[src/rtl/irq_route_pkg.sv]
// Shared constants and mode decoding for the interrupt line router.
// Assumes a fixed 16-line tile bus whose line layout is set by the mode.
package irq_route_pkg;
    localparam int LINES   = 16;
    localparam int NPERIPH = 12;
    localparam int NCTRL   = 4;
    localparam int NCOMM   = 4;
    localparam int NSENSE  = 2 * NCOMM;

    typedef enum logic [1:0] {
        KIND_OFF    = 2'd0,
        KIND_LEGACY = 2'd1,
        KIND_NORMAL = 2'd2
    } route_kind_e;

    // Classify a 3-bit code: only 000/100 legacy and 010 normal are usable.
    function automatic route_kind_e classify(input logic [2:0] code);
        case (code)
            3'b000, 3'b100: classify = KIND_LEGACY;
            3'b010:         classify = KIND_NORMAL;
            default:        classify = KIND_OFF;
        endcase
    endfunction
endpackage

[src/rtl/irq_mode_reg.sv]
// Holds the routing mode. Loads the pins only while reset is held, and
// raises a live flag on the first edge after release.
// Assumes rst_n is synchronous to clk.
module irq_mode_reg #(
    parameter int CODE_W = 3
) (
    input  logic              clk,
    input  logic              rst_n,
    input  logic [CODE_W-1:0] mode_in,
    output logic [CODE_W-1:0] mode_q,
    output logic              live_q
);
    // Capture the mode during reset, hold it afterwards.
    always_ff @(posedge clk) begin
        if (!rst_n) begin
            mode_q <= mode_in;
            live_q <= 1'b0;
        end else begin
            live_q <= 1'b1;
        end
    end

    // once live, the captured mode never moves until the next reset.
    p_mode_held_r1: assert property (@(posedge clk) disable iff (!rst_n)
        live_q |=> $stable(mode_q));
endmodule

[src/rtl/irq_legacy_map.sv]
// Legacy routing: active-low per-CPU IRQ (and optionally FIQ) lines driven
// from controller outputs; lower lines sensed back as comms flags.
// Assumes ctrl[k] is controller k+1, active-high.
module irq_legacy_map
    import irq_route_pkg::*;
#(
    parameter int LN_IRQ0 = 8,
    parameter int LN_IRQ1 = 9,
    parameter int LN_FIQ0 = 12,
    parameter int LN_FIQ1 = 13
) (
    input  logic              fiq_en,
    input  logic [NCTRL-1:0]  ctrl,
    input  logic [NSENSE-1:0] sense,
    output logic [LINES-1:0]  out,
    output logic [LINES-1:0]  oe,
    output logic [NCOMM-1:0]  rx,
    output logic [NCOMM-1:0]  tx
);
    // Drive IRQ lines always and FIQ lines when enabled, inverted for active-low.
    always_comb begin
        out = '0;
        oe  = '0;
        oe[LN_IRQ0]  = 1'b1;
        out[LN_IRQ0] = ~ctrl[0];
        oe[LN_IRQ1]  = 1'b1;
        out[LN_IRQ1] = ~ctrl[2];
        if (fiq_en) begin
            oe[LN_FIQ0]  = 1'b1;
            out[LN_FIQ0] = ~ctrl[1];
            oe[LN_FIQ1]  = 1'b1;
            out[LN_FIQ1] = ~ctrl[3];
        end
    end

    // Split sensed lower lines into receive and transmit flag groups.
    for (genvar g = 0; g < NCOMM; g++) begin : g_comm
        assign rx[g] = sense[g];
        assign tx[g] = sense[NCOMM + g];
    end
endmodule

[src/rtl/irq_normal_map.sv]
// Normal routing: peripheral and controller interrupts drive all sixteen
// lines, active-high. Assumes periph order audio..Ethernet then card 0/1.
module irq_normal_map
    import irq_route_pkg::*;
#(
    parameter int NLOW = 10
) (
    input  logic [NPERIPH-1:0] periph,
    input  logic [NCTRL-1:0]   ctrl,
    output logic [LINES-1:0]   out
);
    localparam int CTRL_BASE = NLOW;
    localparam int CARD_BASE = NLOW + NCTRL;

    // Place each source on its line index.
    for (genvar l = 0; l < LINES; l++) begin : g_line
        if (l < CTRL_BASE) begin : g_per
            assign out[l] = periph[l];
        end else if (l < CARD_BASE) begin : g_ctl
            assign out[l] = ctrl[l - CTRL_BASE];
        end else begin : g_card
            assign out[l] = periph[l - NCTRL];
        end
    end
endmodule

[src/rtl/irq_line_router.sv]
// Top of the interrupt line router. Selects legacy, normal or quiet routing
// from the mode captured in reset; drives nothing until the first live cycle.
// Assumes synchronous active-low reset.
module irq_line_router
    import irq_route_pkg::*;
(
    input  logic               clk,
    input  logic               rst_n,
    input  logic [2:0]         mode_code,
    input  logic [NPERIPH-1:0] periph_irq,
    input  logic [NCTRL-1:0]   ctrl_irq,
    input  logic [NSENSE-1:0]  tile_in,
    output logic [LINES-1:0]   tile_out,
    output logic [LINES-1:0]   tile_oe,
    output logic [NCOMM-1:0]   comm_rx,
    output logic [NCOMM-1:0]   comm_tx
);
    logic [2:0]       mode_q;
    logic             live_q;
    route_kind_e      kind;
    logic [LINES-1:0] leg_out, leg_oe, nrm_out;
    logic [NCOMM-1:0] leg_rx, leg_tx;

    irq_mode_reg #(.CODE_W(3)) i_mode (
        .clk(clk), .rst_n(rst_n), .mode_in(mode_code),
        .mode_q(mode_q), .live_q(live_q)
    );

    irq_legacy_map i_leg (
        .fiq_en(mode_q[2]), .ctrl(ctrl_irq), .sense(tile_in),
        .out(leg_out), .oe(leg_oe), .rx(leg_rx), .tx(leg_tx)
    );

    irq_normal_map i_nrm (
        .periph(periph_irq), .ctrl(ctrl_irq), .out(nrm_out)
    );

    assign kind = classify(mode_q);

    // Pick the active mapping; quiet until live and for unusable codes.
    always_comb begin
        tile_out = '0;
        tile_oe  = '0;
        comm_rx  = '0;
        comm_tx  = '0;
        if (live_q) begin
            case (kind)
                KIND_LEGACY: begin
                    tile_out = leg_out;
                    tile_oe  = leg_oe;
                    comm_rx  = leg_rx;
                    comm_tx  = leg_tx;
                end
                KIND_NORMAL: begin
                    tile_out = nrm_out;
                    tile_oe  = '1;
                end
                default: ;
            endcase
        end
    end

    p_quiet_until_live_r2: assert property (@(posedge clk) disable iff (!rst_n)
        !live_q |-> (tile_oe == '0 && tile_out == '0 && comm_rx == '0 && comm_tx == '0));
    p_normal_drives_all_r3: assert property (@(posedge clk) disable iff (!rst_n)
        (live_q && mode_q == 3'b010) |-> (tile_oe == '1));
    p_irq_driven_r4: assert property (@(posedge clk) disable iff (!rst_n)
        (live_q && mode_q[1:0] == 2'b00) |-> (tile_oe[9:8] == 2'b11 && tile_out[8] == !ctrl_irq[0]));
    p_fiq_gate_r5: assert property (@(posedge clk) disable iff (!rst_n)
        (live_q && mode_q == 3'b000) |-> (tile_oe[13:12] == 2'b00));
    p_comm_legacy_only_r7: assert property (@(posedge clk) disable iff (!rst_n)
        !(live_q && mode_q[1:0] == 2'b00) |-> (comm_rx == '0 && comm_tx == '0));
    p_unusable_quiet_r8: assert property (@(posedge clk) disable iff (!rst_n)
        (live_q && mode_q != 3'b000 && mode_q != 3'b100 && mode_q != 3'b010)
        |-> (tile_oe == '0 && tile_out == '0));
    p_undriven_zero_r9: assert property (@(posedge clk) disable iff (!rst_n)
        live_q |-> ((tile_out & ~tile_oe) == '0));
endmodule

[config.mk]
export PLATFORM = sky130hd
export DESIGN_NAME = irq_line_router
export DESIGN_NICKNAME = d
export VERILOG_FILES = /design/src/rtl/irq_route_pkg.sv /design/src/rtl/irq_mode_reg.sv /design/src/rtl/irq_legacy_map.sv /design/src/rtl/irq_normal_map.sv /design/src/rtl/irq_line_router.sv
export SDC_FILE = /design/constraint.sdc
export NUM_CORES = 1
export LEC_CHECK = 0
export BUFFER_PORTS_ARGS = -buffer_cell sky130_fd_sc_hd__buf_2
export CAP_MARGIN = 20
export CORE_MARGIN = 1
export CORE_UTILIZATION = 30
export DETAILED_ROUTE_END_ITERATION = 7
export MAX_ROUTING_LAYER = met4
export PLACE_DENSITY_LB_ADDON = 0.08
export SYNTH_ARGS = -nofsm -noshare
export SYNTH_HDL_FRONTEND = slang
export SYNTH_SLANG_ARGS = --single-unit
[constraint.sdc]
create_clock -name clk -period 2.2 [get_ports clk]
set_clock_uncertainty 0.1 [all_clocks]
set_input_delay 0.33 -clock clk [delete_from_list [all_inputs] [get_ports clk]]
set_output_delay 0.33 -clock clk [all_outputs]
set_load 0.05 [all_outputs]
# --- Word level (Yosys, flattened, before mapping) ---
# Index checks and enable logic that the tools add are counted.
classes:
  add_sub_neg: 0
  muxes: 12
  div: 0
  n_eq_ne: 4
  n_mul: 0
  reduce_logical: 2
  bitwise_logic: 4
  shift: 0
  magnitude_cmp: 0
op_table:
  columns: ["op", "n"]
  rows:
  - ["16-bit case mux with 2 select lines", 2]
  - ["16-bit 2-to-1 mux", 2]
  - ["4-bit 2-to-1 mux", 4]
  - ["2-bit 2-to-1 mux", 2]
  - ["1-bit inverter", 4]
  - ["2-bit case mux with 2 select lines", 1]
  - ["3-bit by 2-bit equality test with 1-bit output (second input constant)", 1]
  - ["3-bit equality test (second input constant)", 1]
  - ["3-bit logical NOT", 1]
  - ["2-bit by 1-bit equality test with 1-bit output (second input constant)", 1]
  - ["2-bit equality test (second input constant)", 1]
  - ["2-bit OR reduction", 1]
  - ["1-bit 2-to-1 mux", 1]
totals:
  ram_bits: 0
  memories: 0
  latchBits: 0
  wordCells: 24
  reg_bits: 4
  romBits: 0
  out_inout_bits: 40

# --- Logic depth before layout (Yosys ltp) ---
# Gate-level depths: netlist of the first run.
depth:
  word_depth: 6
  depth_mapped: 7
  depth_no_buf: 5

# --- Cells and area by module ---
# A second synthesis of the first run with hierarchy kept.
unflattened:
  hier_cells: 165
  hier_area_um2: 1372.6
by_module_without_submodules:
  columns: ["mod", "area_per_inst_um2", "instances", "seq_area_each_um2", "cells_each"]
  rows:
  - ["irq_line_router", 825.8, 1, 0.0, 102]
  - ["irq_legacy_map", 312.8, 1, 0.0, 42]
  - ["irq_normal_map", 120.1, 1, 0.0, 16]
  - ["irq_mode_reg", 113.9, 1, 110.1, 5]

# --- Worst setup path before layout of the first run ---
# OpenSTA, ideal clock, no wires.
synth_timing:
  path_type: "reg2out"
  from: "register i_mode.mode_q[0]"
  to: "output tile_oe[13]"
  path_stages_with_launch: 6
  n_path_buf: 1
  required_time_ns: 1.770
  path_slack_ns: -0.381
  arrival_ns: 2.151
  path_cell_list: "edfxtp_1 > or2_1 > ha_1 > nand2b_1 > nor2_1 > buf_4"
synth_between:
  elab_chain_len: 6
  word_cells_on_any_way: 9
  cone_classes: "4 x eq/ne; 3 x mux; 2 x reduce/logical"
synth_lines:
  columns: ["element", "line_no", "text"]
  rows:
  - ["start, declared", "irq_mode_reg.sv:10", "output logic [CODE_W-1:0] mode_q,"]
  - ["start signal, assigned", "irq_mode_reg.sv:16", "mode_q <= mode_in;"]
  - ["3-bit equality test / 3-bit logical NOT (equally long branches)", "irq_route_pkg.sv:18", "case (code)"]
  - ["2-bit OR reduction", "irq_route_pkg.sv:18", null]
  - ["2-bit case mux with 2 select lines *", "irq_route_pkg.sv:18", null]
  - ["2-bit equality test / 2-bit by 1-bit equality test with 1-bit output (equally long branches)", "irq_line_router.sv:47", "case (kind)"]
  - ["16-bit case mux with 2 select lines *", "irq_line_router.sv:47", null]
  - ["16-bit 2-to-1 mux *", "irq_line_router.sv:46", "if (live_q) begin"]
  - ["end, declared", "irq_line_router.sv:14", "output logic [LINES-1:0] tile_oe,"]
# Every way passes the cells marked *; elsewhere a longest branch is shown, timed or not.

# --- Worst setup path in the final report of the first run ---
layout_timing:
  from: "register i_mode.mode_q[0]"
  to: "output comm_rx[3]"
layout_between:
  elab_chain_len: 6
  word_cells_on_any_way: 8
  cone_classes: "3 x eq/ne; 3 x mux; 2 x reduce/logical"
layout_lines:
  columns: ["element", "line_no", "text"]
  rows:
  - ["3-bit equality test / 3-bit logical NOT (equally long branches)", "irq_route_pkg.sv:18", null]
  - ["2-bit OR reduction", "irq_route_pkg.sv:18", null]
  - ["2-bit case mux with 2 select lines *", "irq_route_pkg.sv:18", null]
  - ["2-bit by 1-bit equality test with 1-bit output *", "irq_line_router.sv:47", null]
  - ["4-bit 2-to-1 mux *", "irq_line_router.sv:47", null]
  - ["4-bit 2-to-1 mux *", "irq_line_router.sv:46", null]
  - ["end, declared", "irq_line_router.sv:15", "output logic [NCOMM-1:0] comm_rx,"]
# Marks and branches as above.

==> results.md, run 1 <==
- WL/cell: between 9 and 10 um
- Internal: about 220 uW
- WHS: around 0.11 ns
- Chip width: between 40 and 50 um
- I/O Buffers: approximately 70
- Mapped Nets: just under 100
- # rows: 14
- Failing checks: design-rule violations
- Ys Warns: 0
- CP max FO: 8
- Period minus WS final: roughly 2.1 ns
- # fillers: between 100 and 150
- Critical path's slowest cell: edfxtp_1
- Buffers plus inverters on the worst setup path: 3
- Clock power frac: about 27%
- Area share of fa/ha/maj cells after synthesis: approximately 5%
- Synth Area in XOR/XNOR: 0%
- DRC: 14
- Area delta synth->final: 73.2%
- Hold WC Path Type: in2reg
- Most frequent cells in the layout: 44 x buf_2, 22 x buf_4, 20 x and3_1
- Final Max Tran Viols: 0
- Die height: between 40 and 50 um
- HPWL Detailed: 1060 um
- Max Used Layer: met3
- Setup crit start kind: flop
- Largest net degree at the start of global routing: 19
- Total gr overflow: 0
- Die area: around 1900 um2
- Core area: about 1600 um2
- Drt total wl: between 1000 and 1500 um
- CTS Hold Bufs: 0
- Seq/Total Area, Yosys: between 20% and 30%
- Part of the power in combinational logic: 48.5%
- Initial Util: 33.0%
- Max Freq: 478 MHz
- Clk slew on worst S/H paths: around 0.04 ns
- TritonCTS clock tree: done
- Net Sw Power: approximately 150 uW
- DRT met1 WL: a little under 500 um
- Vias in the first global route: about 480
- Mapped Area: 514 um2
- CTS root buf: clkbuf_4
- DR vias: about 640
- FF/Latch Area: 110 um2
- Total power: ~370 uW
- Vias per inst: 4.52
- Period Utilization, post-route: between 90 and 100%
- Outcome: finished with violations
- Pwr Density: roughly 420 nW/um2
- Total GRT Usage: 14.0%
- Final hold vios: 0
- Kind of cell adding the most delay to the critical path: simple AND/OR/NAND/NOR gates
- Hold endpoint: i_mode.live_q$_DFF_P_
- Top cell by count, worst path: buf_4
- CP cell instances: or2_1 -> inv_1 -> ha_2 -> buf_4 -> and3_1 -> buf_4
- Synth cell types: 17
- Initial antenna violation count: 0
- Hold Path Stages: 1
- CP peak stage delay: 0.37 ns
- Post-synthesis simple-gate area fraction: between 40% and 50%
- Final nets: about 160
- Leakage power: between 0.5 and 0.6 nW
- Worst vdd ir: between 300 and 400 uV
- Met2 WL: between 700 and 800 um
- Worst EP required: 1.77 ns
- CP Launch Point: i_mode.mode_q[0]$_DFFE_PN_
- Synthesized instance count: 66
- Worst Hold Launch: rst_n
- Clk sinks: 4
- First-pass GRT wire length: approximately 2000 um
- CP Class: reg2out
- # setup viols final: 0
- Max_slew headroom: between 80 and 90%
- Total CTS buffers: 3
- I/O pins: 69
- Main combinational cell family by area after synthesis: simple AND/OR/NAND/NOR gates
- Antenna Violating Nets Remaining: 0
- Mapped Avg Cell Area: around 7.8 um2
- # diodes: 0
- Initial drt markers: 17
- Sw Ratio: about two fifths
- Slew @ Worst Pin: around 0.25 ns
- Crit path DAT: approximately 1.7 ns
- Commonest non-fill, non-tap cell in the layout: buf_2
- Mux cell area share after synthesis: 0%
- GPL Wtd Cong: 0.702
- Register bit total from synthesis: 4
- Multi-input logic area: 285 um2
- Share of layout cells above drive strength 1: approximately two thirds
- Synth Area in Compound Gates: about 6.3%
- Max Cap Viol: 0
- Sequential share of power: approximately a quarter
- H-tree depth: 1
- WL met3: between 100 and 150 um
- Max Root-Sink Buffers: 2
- Detailed Routing Iterations Pass 1: 5
- CP Capture Type: primary output
- Final setup TNS: 0 ns
## repair_timing
action,4_1_cts,5_1_grt
gates resized for setup,21,9
setup buffers,1,0
setup endpoints to repair,26,26
pin swaps,0,0
## cell usage after synthesis (all sizes together)
cell type | count | share of area [%]
nand2 | 5 | 5.1
ha | 2 | 4.9
nand2b | 3 | 3.7
edfxtp | 3 | 18
inv | 3 | 2.2
nand3b | 2 | 2.9
and2 | 2 | 2.4
or2 | 1 | 1.2
and3 | 20 | 24
nor2 | 2 | 1.5
dfxtp | 1 | 3.9
buf | 17 | 24
a21oi | 5 | 6.3
## registers in the layout, summed over array words and instances (netlist names)
signal,flops
i_mode.mode_q,3
i_mode.live_q,1
## per-stage QoR
stage	cells	util, %	cell area, um2	worst slack (ns)
after floorplan	66	-	518	-0.136
after global placement	136	49.8	777	0.177
after detailed placement	136	49.8	777	0.153
after CTS	141	55.4	863	0.0158
after global routing	141	57.1	891	-0.00382
final	141	57.1	891	0.107
## worst max-delay path by stage
stage / end / cells past startpoint / slack, ns
floorplan: tile_out[8] / 4 / -0.14
global placement: tile_out[9] / 6 / 0.18
detailed placement: tile_out[9] / 6 / 0.15
CTS: tile_oe[13] / 5 / 0.02
global route: comm_rx[3] / 6 / -0.004
finish: comm_rx[3] / 6 / 0.11
## final cells by class
cell class / count / area share (%)
clock buffer: 4 / 2.95
multi-input combinational: 42 / 32.0
timing repair buffer: 72 / 49.2
tap: 16 / 2.25
inverter: 3 / 1.26
sequential: 4 / 12.4
## power groups by stage
stage	Clock, mW	Sequential [mW]	Combinational (mW)
finish	0.101	0.0911	0.181
global route	0.108	0.0919	0.193
CTS	0.107	0.0910	0.177
detailed placement	0	0.0931	0.167
global placement	0	0.0928	0.166
floorplan	0	0.0915	0.130
## cells by family after synthesis
group,after synthesis
compound gates,5
flops,4
fa+ha+maj,2
simple gates,35
buf+inv,20
## layer usage
| layer | GRT usage (%) | vias up |
|---|---|---|
| met4 | 7.50 | 0 |
| met3 | 0.833 | 0 |
| met1 | 14.7 | 277 |
| li1 | - | 326 |
| met2 | 25.8 | 35 |
| met5 | - | - |
(Power assumes the default switching activity.)
==> run 2, diff against run 1 <==
CORE_UTILIZATION = 31   (was 30)
CTS_BUF_LIST = sky130_fd_sc_hd__clkbuf_8   (was not set)
==> run 2 against run 1 <==
Effect of this change: the run now ends clean; clock power is 55% higher; routed wire length rose by 9.3%; die area fell by 3.1%; largest cell class unchanged; first-iteration DRC count shrank 65%; sequential share of layout area decreased by 0.35 points.
==> results.md, run 2 (same netlist as run 1, synthesis figures left out) <==
- WL/cell: 10.5 um (+8.5%)
- CP max FO: 7 (-1)
- Period minus WS final: 2.12 ns (+0.0241 ns)
- Leakage power: 0.607 nW (+3.5%)
- Met2 WL: 791 um (+4.1%)
- HPWL Detailed: 1070 um (+1.2%)
- Share of layout cells above drive strength 1: 69.0% (+1.0 points)
- Antenna Violating Nets Remaining: 0 (unchanged)
- Total CTS buffers: 3 (unchanged)
- Final nets: 158 (+0.64%)
- Clk sinks: 4 (unchanged)
- I/O Buffers: 68 (unchanged)
- H-tree depth: 1 (unchanged)
- CP Capture Type: primary output
- WL met3: 142 um (+16%)
- Largest register by flop count: i_mode.mode_q
- Part of the power in combinational logic: 42.7% (-5.8 points)
- Most frequent cells in the layout: 48 x buf_2, 24 x buf_4, 20 x and3_1
- Initial Util: 33.7% (+0.76 points)
- Crit path DAT: 1.69 ns (+0.03 ns)
- Worst Slack Setup Final: 0.0826 ns (-0.0241 ns)
- Sw Ratio: 37.7% (-3.8 points)
- Chip width: 42.7 um (-1.5%)
- Die area: 1830 um2 (-3.1%)
- Internal: 271 uW (+25%)
- Initial antenna violation count: 0 (unchanged)
- Hold WC Path Type: in2reg
- Total GRT Usage: 15.4% (+1.4 points)
- DRT met1 WL: 558 um (+16%)
- Final Max Tran Viols: 0 (unchanged)
- Post-route core utilization: 60.2% (+3.0 points)
- Max reg flops: 3 (unchanged)
- Area delta synth->final: 78.3%
- Slew @ Worst Pin: 0.256 ns (+0.00467 ns)
- Worst EP required: 1.77 ns (about the same)
- CTS root buf: clkbuf_8
- Top Registers: i_mode.mode_q x3, i_mode.live_q x1
- Pwr Density: 475 nW/um2 (+14%)
- Clk slew on worst S/H paths: 0.03 ns (about the same)
- # diodes: 0 (unchanged)
- Net Sw Power: 164 uW (+6.1%)
- DR vias: 656 (+2.8%)
- Vias in the first global route: 512 (+5.8%)
- Kind of cell adding the most delay to the critical path: flip-flops
- Sequential share of power: 21.2% (-3.3 points)
- Pre-CTS WS: 0.129 ns (-0.0237 ns)
- Drt total wl: 1490 um (+9.3%)
- Largest net degree at the start of global routing: 19 (unchanged)
- Commonest non-fill, non-tap cell in the layout: buf_2
- RSZ-0062 raised after global routing: no
- Detailed Routing Iterations Pass 1: 2 (-3)
- Worst vdd ir: 322 uV (-16%)
- Max Root-Sink Buffers: 2 (unchanged)
- TritonCTS clock tree: done
- Max Freq: 472 MHz (-1.1%)
- Setup crit start kind: flop
- Buffers plus inverters on the worst setup path: 2 (-1)
- Total power: 436 uW (+17%)
- Max_slew headroom: 83.0% (-0.31 points)
- GPL Wtd Cong: 0.650 (-7.4%)
- DRC: 0 (-14)
- Max Cap Viol: 0 (unchanged)
- CTS Hold Bufs: 0 (unchanged)
- Max Used Layer: met3
- CP Class: reg2out
- Outcome: finished, final reports clean
- Vias per inst: 4.62 (+2.1%)
- Clock power frac: 36.1% (+9.1 points)
- Period Utilization, post-route: 96.2% (+1.1 points)
- First-pass GRT wire length: 2110 um (+7.0%)
- CP cell instances: nor2_1 -> and2_1 -> ha_2 -> buf_4 -> nand2_2 -> a21oi_2 -> buf_6
- I/O pins: 69 (unchanged)
- # rows: 14 (unchanged)
- Total gr overflow: 0 (unchanged)
- Critical path's slowest cell: edfxtp_1
- Final hold vios: 0 (unchanged)
- # setup viols final: 0 (unchanged)
- Die height: 42.7 um (-1.5%)
- Initial drt markers: 6 (-11)
- Core area: 1520 um2 (-2.2%)
- CP peak stage delay: 0.40 ns (+0.03 ns)
==> run 2: cell count changes in the layout (fill, tap and decap cells not counted) <==
cell	change
clkbuf_8	+3
ha_2	-1
buf_4	+2
a21oi_2	+1
clkbuf_4	-7
a21oi_1	-1
inv_1	+1
ha_4	+1
buf_6	-1
clkbuf_1	-1
buf_2	+4
==> run 2: area by class of cell <==
| class | instances | area (um2) |
|---|---|---|
| clock inverter | 1 | 3.75 |
| inverter | 3 | 11.3 |
| sequential | 4 | 110 |
| tap | 16 | 20.0 |
| fill | 148 | 607 |
| multi-input combinational | 42 | 299 |
| timing repair buffer | 73 | 432 |
| clock buffer | 3 | 41.3 |
==> run 2: what timing repair did <==
item / in CTS / in global routing
gates cloned: 0 / 0
endpoints found under the setup margin: 29 / 27
gates resized for setup: 22 / 5
setup buffers: 0 / 2
==> run 2: per-layer routing <==
layer / GRT usage (%) / vias to the layer above
li1: - / 329
met1: 16.0 / 288
met2: 28.2 / 39
met3: 2.98 / 0
met4: 5.63 / 0
met5: - / -
==> run 2: path summary, 6_finish.rpt <==
check	start	endpoint	slack (ns)	cells past startpoint
min	rst_n	i_mode.live_q$_DFF_P_	0.14	1
max	i_mode.mode_q[2]$_DFFE_PN_	tile_out[12]	0.08	7
==> run 2: per-stage QoR <==
| stage | area, um2 | TNS, ns | hold WS (ns) | cells |
|---|---|---|---|---|
| 4_1_cts | 877 | -0.181 | 0.133 | 140 |
| 3_3_place_gp | 777 | 0 | 0.354 | 136 |
| 5_1_grt | 917 | 0 | 0.135 | 142 |
| 2_1_floorplan | 518 | -0.397 | 0.258 | 66 |
| 6_report | 917 | 0 | 0.140 | 142 |
| 3_5_place_dp | 777 | 0 | 0.356 | 136 |
==> run 2: power by group through the flow <==
stage | Sequential [mW] | Clock (mW) | Combinational (mW)
6_report | 0.0922 | 0.157 | 0.186
5_1_grt | 0.0923 | 0.171 | 0.197
4_1_cts | 0.0920 | 0.163 | 0.175
3_5_place_dp | 0.0929 | 0 | 0.167
3_3_place_gp | 0.0927 | 0 | 0.166
2_1_floorplan | 0.0915 | 0 | 0.130
==> run 3, diff against run 2 <==
CORE_UTILIZATION = 48   (was 31)
PLACE_DENSITY = 0.84   (was not set)
PLACE_DENSITY_LB_ADDON = not set   (was 0.08)
SYNTH_HIERARCHICAL = 1   (was not set)
==> run 3 against run 2 <==
Effect of this change: sequential power up 0.5%; cell area grew 59%; total power increased by 38%; via count up 52%; sequential cell count did not move; non-clock buffer count rose by 1; critical path depth is 3 lower; hold slack got worse by 0.0034 ns; sequential share of layout area is 4.5 points lower; combinational power rose by 88%; cell count is 65% higher.
==> results.md, run 3 <==
- Mapped Area: 1370 um2 (+170%)
- Met1 Usage GRT: 16.0% (+0.072 points)
- CTS Hold Bufs: 0 (unchanged)
- Register bit total from synthesis: 4 (unchanged)
- Share of layout cells above drive strength 1: 57.8% (-11 points)
- Chip width: 55.5 um (+30%)
- Hold WC Path Type: in2reg
- H-tree depth: 1 (unchanged)
- Post-synth top area cell: buf_4
- Die height: 55.5 um (+30%)
- WHS: 0.137 ns (-0.00341 ns)
- Synthesized instance count: 165 (+150%)
- CP cell instances: nand2b_1 -> buf_4 -> a21oi_2 -> buf_2
- Max Root-Sink Buffers: 2 (unchanged)
- Most frequent cells in the layout: 68 x buf_2, 26 x nand2b_1, 26 x conb_1
- Commonest non-fill, non-tap cell in the layout: buf_2
- Initial Util: 50.2% (+16 points)
- Total gr overflow: 0 (unchanged)
- Worst Hold Launch: rst_n
- Buffers plus inverters on the worst setup path: 2 (unchanged)
- Period Utilization, post-route: 90.3% (-5.9 points)
- Vias in the first global route: 796 (+55%)
- CP peak stage delay: 0.37 ns (-0.03 ns)
- Total CTS buffers: 3 (unchanged)
- Yosys top cell area share: 28.4% (+4.1 points)
- Area delta synth->final: 6.56%
- # resized after CTS: 0 (-100%)
- Pwr Density: 410 nW/um2 (-14%)
- First-pass GRT wire length: 3240 um (+53%)
- Outcome: finished, final reports clean
- Main flop type after synthesis: edfxtp_1
- Post-route core utilization: 53.5% (-6.7 points)
- Max Freq: 503 MHz (+6.5%)
- I/O pins: 69 (unchanged)
- Seq/Total Area, Yosys: 8.02% (-13 points)
- Vias per inst: 4.25 (-8.1%)
- CTS root buf: clkbuf_8
- Hold Path Stages: 1 (unchanged)
- Synth cell types: 19 (+2)
- Post-CTS Setup Bufs: 0 (unchanged)
- DRC: 0 (unchanged)
- DR vias: 998 (+52%)
- CP Capture Type: primary output
- Largest net degree at the start of global routing: 27 (+8)
- Hold endpoint: i_mode/live_q$_DFF_P_
- TritonCTS clock tree: done
- Top Registers: i_mode/mode_q x3, i_mode/live_q x1
- # setup viols final: 0 (unchanged)
- FFs w/ async S/R, synth: 0% (unchanged)
- Total power: 600 uW (+38%)
- Leakage power: 0.806 nW (+33%)
- GR peak layer: met2
- RSZ-0062 raised after global routing: no
- Largest register by flop count: i_mode/mode_q
- Die area: 3080 um2 (+69%)
- Number of synthesized flops with an enable pin: 3 (unchanged)
- HPWL Detailed: 1560 um (+46%)
- Most frequent cell after synthesis: buf_4
- Final nets: 234 (+48%)
- GPL Wtd Cong: 0.718 (+10%)
- Clk sinks: 4 (unchanged)
- Synth cell count leaders: 52 x buf_4, 27 x nand2b_1, 20 x a21oi_2
- Final hold vios: 0 (unchanged)
- Top post-synthesis cells by area: buf_4 28%, a21oi_2 13%, nand2b_1 12%
- Crit path DAT: 1.56 ns (-0.13 ns)
- Final Max Tran Viols: 0 (unchanged)
- CP max FO: 9 (+2)
- # rows: 19 (+5)
- Mapped Avg Cell Area: 8.32 um2 (+6.8%)
- Antenna Violating Nets Remaining: 0 (unchanged)
- Clk slew on worst S/H paths: 0.03 ns (about the same)
- Final setup TNS: 0 ns (unchanged)
- Total GRT Usage: 12.8% (-2.6 points)
- Critical path's slowest cell: edfxtp_1
- Met2 Use GR: 21.9% (-6.3 points)
- WL/cell: 8.38 um (-20%)
- Initial drt markers: 24 (+18)
- Drt total wl: 1970 um (+32%)
- Max reg flops: 3 (unchanged)
- I/O Buffers: 68 (unchanged)
- Initial antenna violation count: 0 (unchanged)
- # diodes: 0 (unchanged)
- Worst vdd ir: 562 uV (+75%)
- Detailed Routing Iterations Pass 1: 4 (+2)
- Kind of cell adding the most delay to the critical path: buffers and inverters
- Max Cap Viol: 0 (unchanged)
- Ys Warns: 6 (+6)
- Worst EP required: 1.77 ns (about the same)
- CP Class: reg2out
- GR Util met3: 1.41% (-1.6 points)
- Core area: 2730 um2 (+79%)
- Period minus WS final: 1.99 ns (-0.130 ns)
- Setup crit start kind: flop
[run 3: cell types whose count changed in the layout (fill, tap and decap cells not counted), sizes merged]
cell	delta
nand3b	+14
or2	-1
conb	+26
ha	-2
and2	+6
nor3b	+1
buf	+1
nand2	-5
nor2b	+2
nor2	-2
nand2b	+31
a21oi	+27
and3	-20
[run 3: logic make-up after synthesis]
family	after synthesis	share of synthesized area, %
AND/OR/NAND/NOR	61	39.1
buffers and inverters	66	35.2
AO/OA/AOI/OAI	32	17.1
other	2	0.547
flip-flops	4	8.02
[run 3: through the flow]
step,std cells,setup slack (ns),cell area [um2]
2_1_floorplan,189,0.196,1460
3_3_place_gp,231,0.475,1420
3_5_place_dp,231,0.448,1420
4_1_cts,235,0.215,1460
5_1_grt,235,0.114,1460
6_report,235,0.212,1460
[run 3: layout make-up]
class                   instances  area, um2
clock buffers                   3       41.3
clock inverters                 1       3.75
fillers                       252       1270
inverters                       3       11.3
multi-input cells             119        872
flip-flops and latches          4        110
well taps                      31       38.8
repair buffers                 74        385
[run 3: where the power goes]
part | switching, mW | internal, mW
sequential | 0.00471 | 0.0879
combinational | 0.232 | 0.118
clock | 0.0377 | 0.119
total | 0.275 | 0.325
[run 3: how the worst max path moves through the flow]
stage,endpoint,startpoint,cells after the start
after detailed placement,tile_oe[14],i_mode/mode_q[2]$_DFFE_PN_,4
final,tile_oe[14],i_mode/mode_q[2]$_DFFE_PN_,4
after global placement,tile_oe[14],i_mode/mode_q[2]$_DFFE_PN_,4
after floorplan,tile_oe[0],i_mode/mode_q[0]$_DFFE_PN_,3
after CTS,tile_oe[14],i_mode/mode_q[2]$_DFFE_PN_,4
after global routing,tile_oe[14],i_mode/mode_q[2]$_DFFE_PN_,4
[run 3: routing by layer]
layer / vias to the layer above / part of all wire [%]
met2: 39 / 47
met4: 0 / 0
met5: - / 0
li1: 531 / -
met1: 428 / 47
met3: 0 / 5.5
